$ cat src/rtl/seqdet_pkg.sv
package seqdet_pkg;

  // Width of the match-progress register for a pattern of len bits
  function automatic int unsigned state_bits(int unsigned len);
    int unsigned w;
    w = 1;
    while ((1 << w) < len) w = w + 1;
    return w;
  endfunction

  localparam int unsigned DEF_LEN = 5;
  localparam logic [DEF_LEN-1:0] DEF_PATTERN = 5'b10110;

endpackage

$ cat src/rtl/seqdet_table.sv
// Transition logic: for every progress value and input bit, the next
// progress value and whether a full match completes. Built at elaboration.
module seqdet_table #(
  parameter int unsigned LEN = 5,
  parameter logic [LEN-1:0] PATTERN = 5'b10110,
  parameter int unsigned SW = 3
) (
  input  logic [SW-1:0] cur_state,
  input  logic          bit_in,
  output logic [SW-1:0] nxt_state,
  output logic          full_hit
);

  // bit i of the pattern in arrival order (i = 0 arrives first)
  function automatic bit pat_bit(int i);
    return PATTERN[LEN-1-i];
  endfunction

  // Received string = first s pattern bits followed by b (length s+1).
  // Returns the longest k <= kmax such that its last k bits equal the
  // first k pattern bits.
  function automatic int overlap(int s, bit b, int kmax);
    int result;
    int n;
    bit ok;
    bit c;
    int idx;
    result = 0;
    n = s + 1;
    for (int k = kmax; k >= 1; k--) begin
      if (result == 0) begin
        ok = 1'b1;
        for (int j = 0; j < k; j++) begin
          idx = n - k + j;
          c = (idx < s) ? pat_bit(idx) : b;
          if (c != pat_bit(j)) ok = 1'b0;
        end
        if (ok) result = k;
      end
    end
    return result;
  endfunction

  localparam int BORDER = overlap(LEN - 1, pat_bit(LEN - 1), LEN - 1);

  logic [SW-1:0] tab_nxt [2*LEN];
  logic          tab_hit [2*LEN];

  for (genvar gb = 0; gb < 2; gb++) begin : g_bit
    for (genvar gs = 0; gs < LEN; gs++) begin : g_state
      localparam int RAW = overlap(gs, bit'(gb), gs + 1);
      localparam bit HIT = (RAW == LEN);
      localparam int NXT = HIT ? BORDER : RAW;
      assign tab_nxt[gb*LEN+gs] = SW'(NXT);
      assign tab_hit[gb*LEN+gs] = HIT;
    end
  end

  always_comb begin
    nxt_state = '0;
    full_hit  = 1'b0;
    for (int s = 0; s < LEN; s++) begin
      if (cur_state == SW'(s)) begin
        nxt_state = bit_in ? tab_nxt[LEN+s] : tab_nxt[s];
        full_hit  = bit_in ? tab_hit[LEN+s] : tab_hit[s];
      end
    end
  end

endmodule

$ cat src/rtl/seqdet_state_reg.sv
// Progress register with clock enable, plus the registered detect flag.
module seqdet_state_reg #(
  parameter int unsigned SW = 3
) (
  input  logic          clk,
  input  logic          rst_n,
  input  logic          advance,
  input  logic [SW-1:0] nxt_state,
  input  logic          hit_now,
  output logic [SW-1:0] cur_state,
  output logic          hit_late
);

  logic [SW-1:0] state_d;

  always_comb begin
    state_d = cur_state;
    if (advance) state_d = nxt_state;
  end

  always_ff @(posedge clk or negedge rst_n) begin
    if (!rst_n) begin
      cur_state <= '0;
      hit_late  <= 1'b0;
    end else begin
      cur_state <= state_d;
      hit_late  <= hit_now;
    end
  end

endmodule

$ cat src/rtl/seqdet_sat_counter.sv
// Saturating event counter.
module seqdet_sat_counter #(
  parameter int unsigned CNT_W = 8
) (
  input  logic             clk,
  input  logic             rst_n,
  input  logic             inc,
  output logic [CNT_W-1:0] count
);

  localparam logic [CNT_W-1:0] CNT_MAX = '1;

  logic [CNT_W-1:0] count_d;

  always_comb begin
    count_d = count;
    if (inc && (count != CNT_MAX)) count_d = count + 1'b1;
  end

  always_ff @(posedge clk or negedge rst_n) begin
    if (!rst_n) count <= '0;
    else        count <= count_d;
  end

endmodule

$ cat src/rtl/seq_detector.sv
module seq_detector #(
  parameter int unsigned LEN = seqdet_pkg::DEF_LEN,
  parameter logic [LEN-1:0] PATTERN = seqdet_pkg::DEF_PATTERN,
  parameter int unsigned CNT_W = 8
) (
  input  logic             clk,
  input  logic             rst_n,
  input  logic             bit_in,
  input  logic             bit_valid,
  output logic             hit_mealy,
  output logic             hit_moore,
  output logic [CNT_W-1:0] hit_count
);

  localparam int unsigned SW = seqdet_pkg::state_bits(LEN);

  logic [SW-1:0] cur_state;
  logic [SW-1:0] nxt_state;
  logic          full_hit;

  seqdet_table #(.LEN(LEN), .PATTERN(PATTERN), .SW(SW)) u_table (
    .cur_state (cur_state),
    .bit_in    (bit_in),
    .nxt_state (nxt_state),
    .full_hit  (full_hit)
  );

  assign hit_mealy = bit_valid & full_hit;

  seqdet_state_reg #(.SW(SW)) u_state (
    .clk       (clk),
    .rst_n     (rst_n),
    .advance   (bit_valid),
    .nxt_state (nxt_state),
    .hit_now   (hit_mealy),
    .cur_state (cur_state),
    .hit_late  (hit_moore)
  );

  seqdet_sat_counter #(.CNT_W(CNT_W)) u_count (
    .clk   (clk),
    .rst_n (rst_n),
    .inc   (hit_mealy),
    .count (hit_count)
  );

endmodule

$ cat config.mk
export PLATFORM = sky130hd
export DESIGN_NAME = seq_detector
export DESIGN_NICKNAME = d
export VERILOG_FILES = /design/src/rtl/seqdet_pkg.sv /design/src/rtl/seqdet_table.sv /design/src/rtl/seqdet_state_reg.sv /design/src/rtl/seqdet_sat_counter.sv /design/src/rtl/seq_detector.sv
export SDC_FILE = /design/constraint.sdc
export NUM_CORES = 1
export LEC_CHECK = 0
export ABC_AREA = 1
export BUFFER_PORTS_ARGS = -buffer_cell sky130_fd_sc_hd__buf_2
export CAP_MARGIN = 20
export CORE_UTILIZATION = 49
export CTS_BUF_LIST = sky130_fd_sc_hd__clkbuf_4 sky130_fd_sc_hd__clkbuf_8
export CTS_CLUSTER_DIAMETER = 50
export CTS_CLUSTER_SIZE = 25
export DETAILED_ROUTE_END_ITERATION = 6
export PLACE_DENSITY = 0.71
export SLEW_MARGIN = 20
export SYNTH_ARGS = -nofsm -noshare
export SYNTH_HDL_FRONTEND = slang
export SYNTH_SLANG_ARGS = --single-unit
$ cat constraint.sdc
create_clock -name clk -period 1.3 [get_ports clk]
set_clock_uncertainty 0.15 [all_clocks]
set_input_delay 0.13 -clock clk [delete_from_list [all_inputs] [get_ports clk]]
set_output_delay 0.13 -clock clk [all_outputs]
set_load 0.01 [all_outputs]
==> results by group, run 1 <==
Final layout
  • Layout cell share with drive strength beyond 1: 41.3%
  • Fillers: 88
  • Register area: 300 sq um
  • ANT cells: 0
  • Area Overhead vs Synth: 51.9%
  • Multi-input gate area: 394 sq um
  • Final core utilization: 79.7%
  • Layout Nets: 132

Logic synthesis
  • Yosys cell types: 20
  • Synth warn: 0
  • Synth area leader: dfrtp_1
  • Mapped Area: 674 sq um
  • Ranking of synthesized cells by area: dfrtp_1, nand2_1, inv_1
  • Net Count, Synth: 95
  • Most common flop cell mapped by yosys: dfrtp_1
  • Share of the synthesized area in the top cell type: 44.5%
  • Post-synthesis cell count: 90
  • Syn Area/Cell: 7.49 sq um
  • Most frequent cell after synthesis: nand2_1
  • Synth cell count leaders: nand2_1, dfrtp_1, inv_1
  • Post-synth EDFFs: 0
  • Seq/Total Area, Yosys: 44.5%
  • #FFs+latches synth: 12
  • Asr flop ratio synth: 100%

Routing
  • Drt via density: 5.05
  • Post-DRT Antenna Nets: 0
  • First-pass DRT Iterations: 4
  • Via count: 712
  • Avg WL per Cell: 11.7 um
  • Post-route DRC: 0
  • Routed WL: 1650 um
  • Initial drt markers: 4

Setup path
  • Family with the most delay on the worst path: flip-flops
  • Worst R2R Path Depth: 8
  • Instance count on the critical path: 4
  • Crit-path max FO: 2
  • Crit path DAT: 1110 ps
  • CP Class: reg2out
  • Slowest stage cell, crit path: dfrtp_1
  • CP max stage delay: 390 ps
  • Critical Path Sink Type: output port
  • CP Launch Type: flop
  • Req. time, crit path: 1020 ps
  • Cell Chain, Critical Path: nor2_2 > nand2_2 > nor2_8 > buf_6
  • Critical path buffer and inverter count: 1

Pwr
  • P_leak: 0.550 nW
  • P_int: 0.000668 W
  • Register share of total power: 45.8%
  • Logic pwr share: 21.1%
  • Sw frac: 28.3%
  • Power per Cell Area: 910 nW/um^2
  • Sw Pwr: 0.000264 W
  • Clock Power Share: 33.1%
  • VDD IR max: 0.876 mV

Outcome
  • Outcome: complete, but fails checks
  • Violated checks: negative setup slack

Die
  • IO Count: 14
  • Die W: 39.1 um
  • Rows: 13
  • Die Area: 1530 sq um
  • Core area: 1280 sq um
  • Initial Util: 52.5%
  • Die H: 39.1 um

Clocking
  • Worst-path clk slew: 80 ps
  • CTS tree: built
  • TritonCTS buffer count: 3
  • Root cell of the clock tree: clkbuf_4
  • Worst skew pair latency: 280 ps
  • Buffer depth of the longest clock path: 2
  • Htree depth: 1
  • Clock sinks: 12

Global routing
  • Largest net degree at the start of global routing: 13
  • Vias in the first global route: 600
  • Initial antenna violation count: 0
  • Overall Global Routing Usage: 24.1%
  • Grt ovf: 0
  • First-pass GRT wire length: 2320 um

Placed design
  • Dpl hpwl: 1100 um
  • Port Buf Inserts: 13
  • Gpl congestion: 0.853
  • Post-Place Worst Slack: -71.8 ps

Timing
  • Slew Limit Fails: 0
  • Worst-margin pin slew: 289 ps
  • Setup tns final: -450 ps
  • Unrepaired setup endpoints after global routing: true
  • F_max: 718 MHz
  • Hold slack: 11.6 ps
  • Minimum clock period: 1390 ps
  • Setup Viol. Count Final: 9
  • Final Cycle Share: 107%
  • Final worst setup slack: -92.5 ps
  • Headroom to the max-slew limit: 80.7%
  • Final hold violations: 0

Job
  • Max capacitance violation total: 0

Min path
  • Hold Path Depth: 4
  • Worst min-delay path class: in2reg
[final cells by class]
class,instances,share of cell area [%]
Multi-Input combinational cell,69,38.5
Sequential cell,12,29.3
Timing Repair Buffer,31,22.5
Inverter,10,4.40
Clock buffer,4,3.54
Tap cell,15,1.83
[cells in the final DEF (no fill, tap or decap), drive strengths merged]
cell type     n
a21oi         2
buf          30
clkbuf        4
dfrtp        12
dlygate4sd3   1
ha            1
inv          10
nand2        43
nand3         3
nand3b        1
nand4         1
nor2         10
nor3          1
nor3b         1
o21ai         3
xnor2         1
xor2          2
[final timing paths]
check / slack [ps] / from / end
max in group asynchronous: 680 / rst_n / u_state.cur_state[2]
min in group asynchronous: 100 / rst_n / u_state.cur_state[1]
worst min-delay path: 10 / bit_valid / u_state.cur_state[0]
worst max register to register: -60 / u_count.count[0] / u_count.count[7]
worst min register to register: 420 / u_state.cur_state[1] / u_state.cur_state[1]
worst max-delay path: -90 / u_state.cur_state[0] / hit_mealy
[per-layer routing]
metal / vias up / GRT usage (%) / wire [um]
li1: 352 / - / -
met1: 343 / 26.7 / 720
met2: 13 / 39.2 / 827
met3: 4 / 5.20 / 57
met4: 0 / 19.0 / 48
met5: - / 0 / 0
[stage by stage]
stage | area (sq um) | total power, W | std cells
floorplan | 677 | 0.000503 | 90
global route | 1020 | 0.000975 | 141
global placement | 843 | 0.000570 | 129
finish | 1020 | 0.000932 | 141
detailed placement | 843 | 0.000574 | 129
CTS | 932 | 0.000894 | 137
[registers in the layout, summed over array words and instances (netlist names)]
name               flops
u_state.cur_state      3
u_state.hit_late       1
u_count.count          8
[tightest hold or removal path, stage by stage]
cell     delay, ps
buf_2          110
inv_1           60
nand2_1         60
nand2_1         50
[power groups by stage]
stage | clock network (W) | registers [W] | logic (W)
floorplan | 0 | 0.000438 | 0.0000652
global placement | 0 | 0.000424 | 0.000146
detailed placement | 0 | 0.000425 | 0.000149
CTS | 0.000307 | 0.000418 | 0.000169
global route | 0.000326 | 0.000431 | 0.000218
finish | 0.000308 | 0.000427 | 0.000197
[timing repair]
item	4_1_cts	5_1_grt
endpoints found under the hold margin	12	0
pin swaps	3	12
setup endpoints to repair	8	11
resized for setup	4	16
hold buffers	1	0
gates cloned	0	1
buffers inserted	3	3
[cells by family (layout without fill, tap and decap cells)]
| kind of cell | count (synthesis) | in the layout | share of synthesized area (%) |
|---|---|---|---|
| adder cells (fa/ha/maj) | 1 | 1 | 1.85 |
| XOR/XNOR | 3 | 3 | 3.90 |
| AND/OR/NAND/NOR | 59 | 60 | 40.1 |
| buffers and inverters | 10 | 45 | 5.94 |
| flip-flops | 12 | 12 | 44.5 |
| AO/OA/AOI/OAI | 5 | 5 | 3.71 |
Power figures use the tool's default switching activity.
==> run 2, diff against run 1 <==
--- a/config.mk
+++ b/config.mk
@@ -14,6 +14,7 @@
 export CTS_CLUSTER_SIZE = 25
 export DETAILED_ROUTE_END_ITERATION = 6
 export PLACE_DENSITY = 0.71
+export SETUP_SLACK_MARGIN = 0.1
 export SLEW_MARGIN = 20
 export SYNTH_ARGS = -nofsm -noshare
 export SYNTH_HDL_FRONTEND = slang
==> results by group, run 2 (same netlist as run 1, synthesis figures left out) <==
Outcome
  • Outcome: complete, but fails checks
  • Violated checks: negative setup slack

Final layout
  • Most common cell after layout, fill and taps aside: nand2_1
  • Fillers: 51
  • Layout cell share with drive strength beyond 1: 53.8%
  • Largest reg by FF count: u_count.count
  • Area Overhead vs Synth: 76.8%
  • Largest regs: u_count.count (8), u_state.cur_state (3), u_state.hit_late (1)
  • Most frequent cells in the layout: nand2_1, buf_6, buf_4
  • Max reg flops: 8
  • Layout Nets: 139
  • ANT cells: 0

Clocking
  • Root cell of the clock tree: clkbuf_4
  • TritonCTS buffer count: 3
  • Worst skew pair latency: 290 ps
  • Htree depth: 1
  • CTS tree: built
  • Clock sinks: 12
  • Worst-path clk slew: 80 ps
  • Buffer depth of the longest clock path: 2

Die
  • Die H: 39.1 um
  • IO Count: 14
  • Core area: 1280 sq um
  • Rows: 13
  • Die W: 39.1 um
  • Initial Util: 52.5%
  • Die Area: 1530 sq um

Timing
  • Headroom to the max-slew limit: 80.8%
  • Setup Viol. Count Final: 11
  • Minimum clock period: 1460 ps
  • Slew Limit Fails: 0
  • Worst-margin pin slew: 289 ps
  • Setup tns final: -1170 ps
  • Final worst setup slack: -160 ps
  • Final Cycle Share: 112%
  • F_max: 685 MHz
  • Final hold violations: 0
  • Unrepaired setup endpoints after global routing: true
  • Hold slack: 4.31 ps

Routing
  • Drt via density: 5.38
  • Avg WL per Cell: 17.2 um
  • Post-DRT Antenna Nets: 0
  • Routed WL: 2530 um
  • Via count: 791
  • Initial drt markers: 26
  • Post-route DRC: 0
  • First-pass DRT Iterations: 4

Setup path
  • Critical path buffer and inverter count: 1
  • CP Class: reg2reg
  • Req. time, crit path: 1370 ps
  • CP max stage delay: 420 ps
  • Cell Chain, Critical Path: buf_4 > nand2_1 > nor2_1 > nand3_1 > nand2_1 > nand2_2 > nand2_1
  • Slowest stage cell, crit path: dfrtp_1
  • Family with the most delay on the worst path: simple AND/OR/NAND/NOR gates
  • Critical Path Sink Type: flop
  • Crit path DAT: 1530 ps
  • CP Launch Type: flop
  • Critical Path Most Common Cell: nand2_1
  • Crit-path max FO: 3

Global routing
  • Largest net degree at the start of global routing: 13
  • First-pass GRT wire length: 2630 um
  • Overall Global Routing Usage: 27.8%
  • Grt ovf: 0
  • Initial antenna violation count: 0
  • Vias in the first global route: 640

Pwr
  • P_leak: 0.641 nW
  • Power per Cell Area: 829 nW/um^2
  • VDD IR max: 1.22 mV
  • Total power: 0.000989 W

Job
  • Max capacitance violation total: 0

Placed design
  • Gpl congestion: 0.783
  • Port Buf Inserts: 13
  • Dpl hpwl: 1080 um
  • Post-Place Worst Slack: -17.0 ps

Min path
  • Worst min-delay path class: in2reg
[run 2: cell count changes in the layout (fill, tap and decap cells not counted), moves of 2 or more]
| cell | before | now |
|---|---|---|
| buf_6 | 6 | 18 |
| buf_2 | 11 | 5 |
| nand2_1 | 33 | 27 |
| nand2_4 | 0 | 5 |
| nor2_1 | 6 | 4 |
| o21ai_0 | 2 | 0 |
[run 2: path summary, 6_finish.rpt]
| kind | end | startpoint | cells past startpoint | slack [ps] |
|---|---|---|---|---|
| worst min-delay path | u_state.cur_state[0] | bit_valid | 4 | 4 |
| max in group asynchronous | u_state.cur_state[1] | rst_n | 2 | 650 |
| worst max-delay path | u_count.count[7] | u_count.count[3] | 7 | -160 |
| worst min register to register | u_count.count[6] | u_count.count[6] | 3 | 460 |
| worst max register to register | u_count.count[7] | u_count.count[3] | 7 | -160 |
| min in group asynchronous | u_state.cur_state[0] | rst_n | 2 | 100 |
[run 2: routing by layer]
layer / vias up / wire length, um / GRT usage, %
met5: - / 0 / 0
met3: 12 / 142 / 5.78
met1: 373 / 974 / 26.5
met2: 41 / 1300 / 50.8
li1: 365 / - / -
met4: 0 / 110 / 20.7
[run 2: power by group]
part	total [W]	leakage (nW)	switching [W]	internal [W]
sequential	0.000437	0.163	0.0000378	0.000399
clock	0.000245	0.0138	0.000137	0.000108
combinational	0.000307	0.465	0.000146	0.000161
[run 2: what timing repair did]
item                                    CTS  global route
cloned                                    0             1
resized for setup                        16            39
buffers inserted                          8             4
hold endpoints to repair                 12             0
hold buffers                              1             0
endpoints found under the setup margin   16            19
pin swaps                                 3            13
[run 2: final cells by class]
class                           count  area [sq um]  area share, %
Clock buffer                        3          22.5           1.89
Inverter                           10          50.0           4.20
Multi-Input combinational cell     69           457           38.3
Sequential cell                    12           302           25.3
Tap cell                           15          18.8           1.57
Timing Repair Buffer               38           343           28.8
[run 2: metrics by stage]
step	util, %	instances	instance area (sq um)
global route	92.8	147	1190
finish	92.8	147	1190
CTS	80.1	143	1030
floorplan	-	90	677
detailed placement	66.8	131	858
global placement	66.8	131	858
[run 2: worst min-delay path: cells and delay by family]
kind,cells,cell delay (ps)
buffers and inverters,2,180
AND/OR/NAND/NOR,2,100
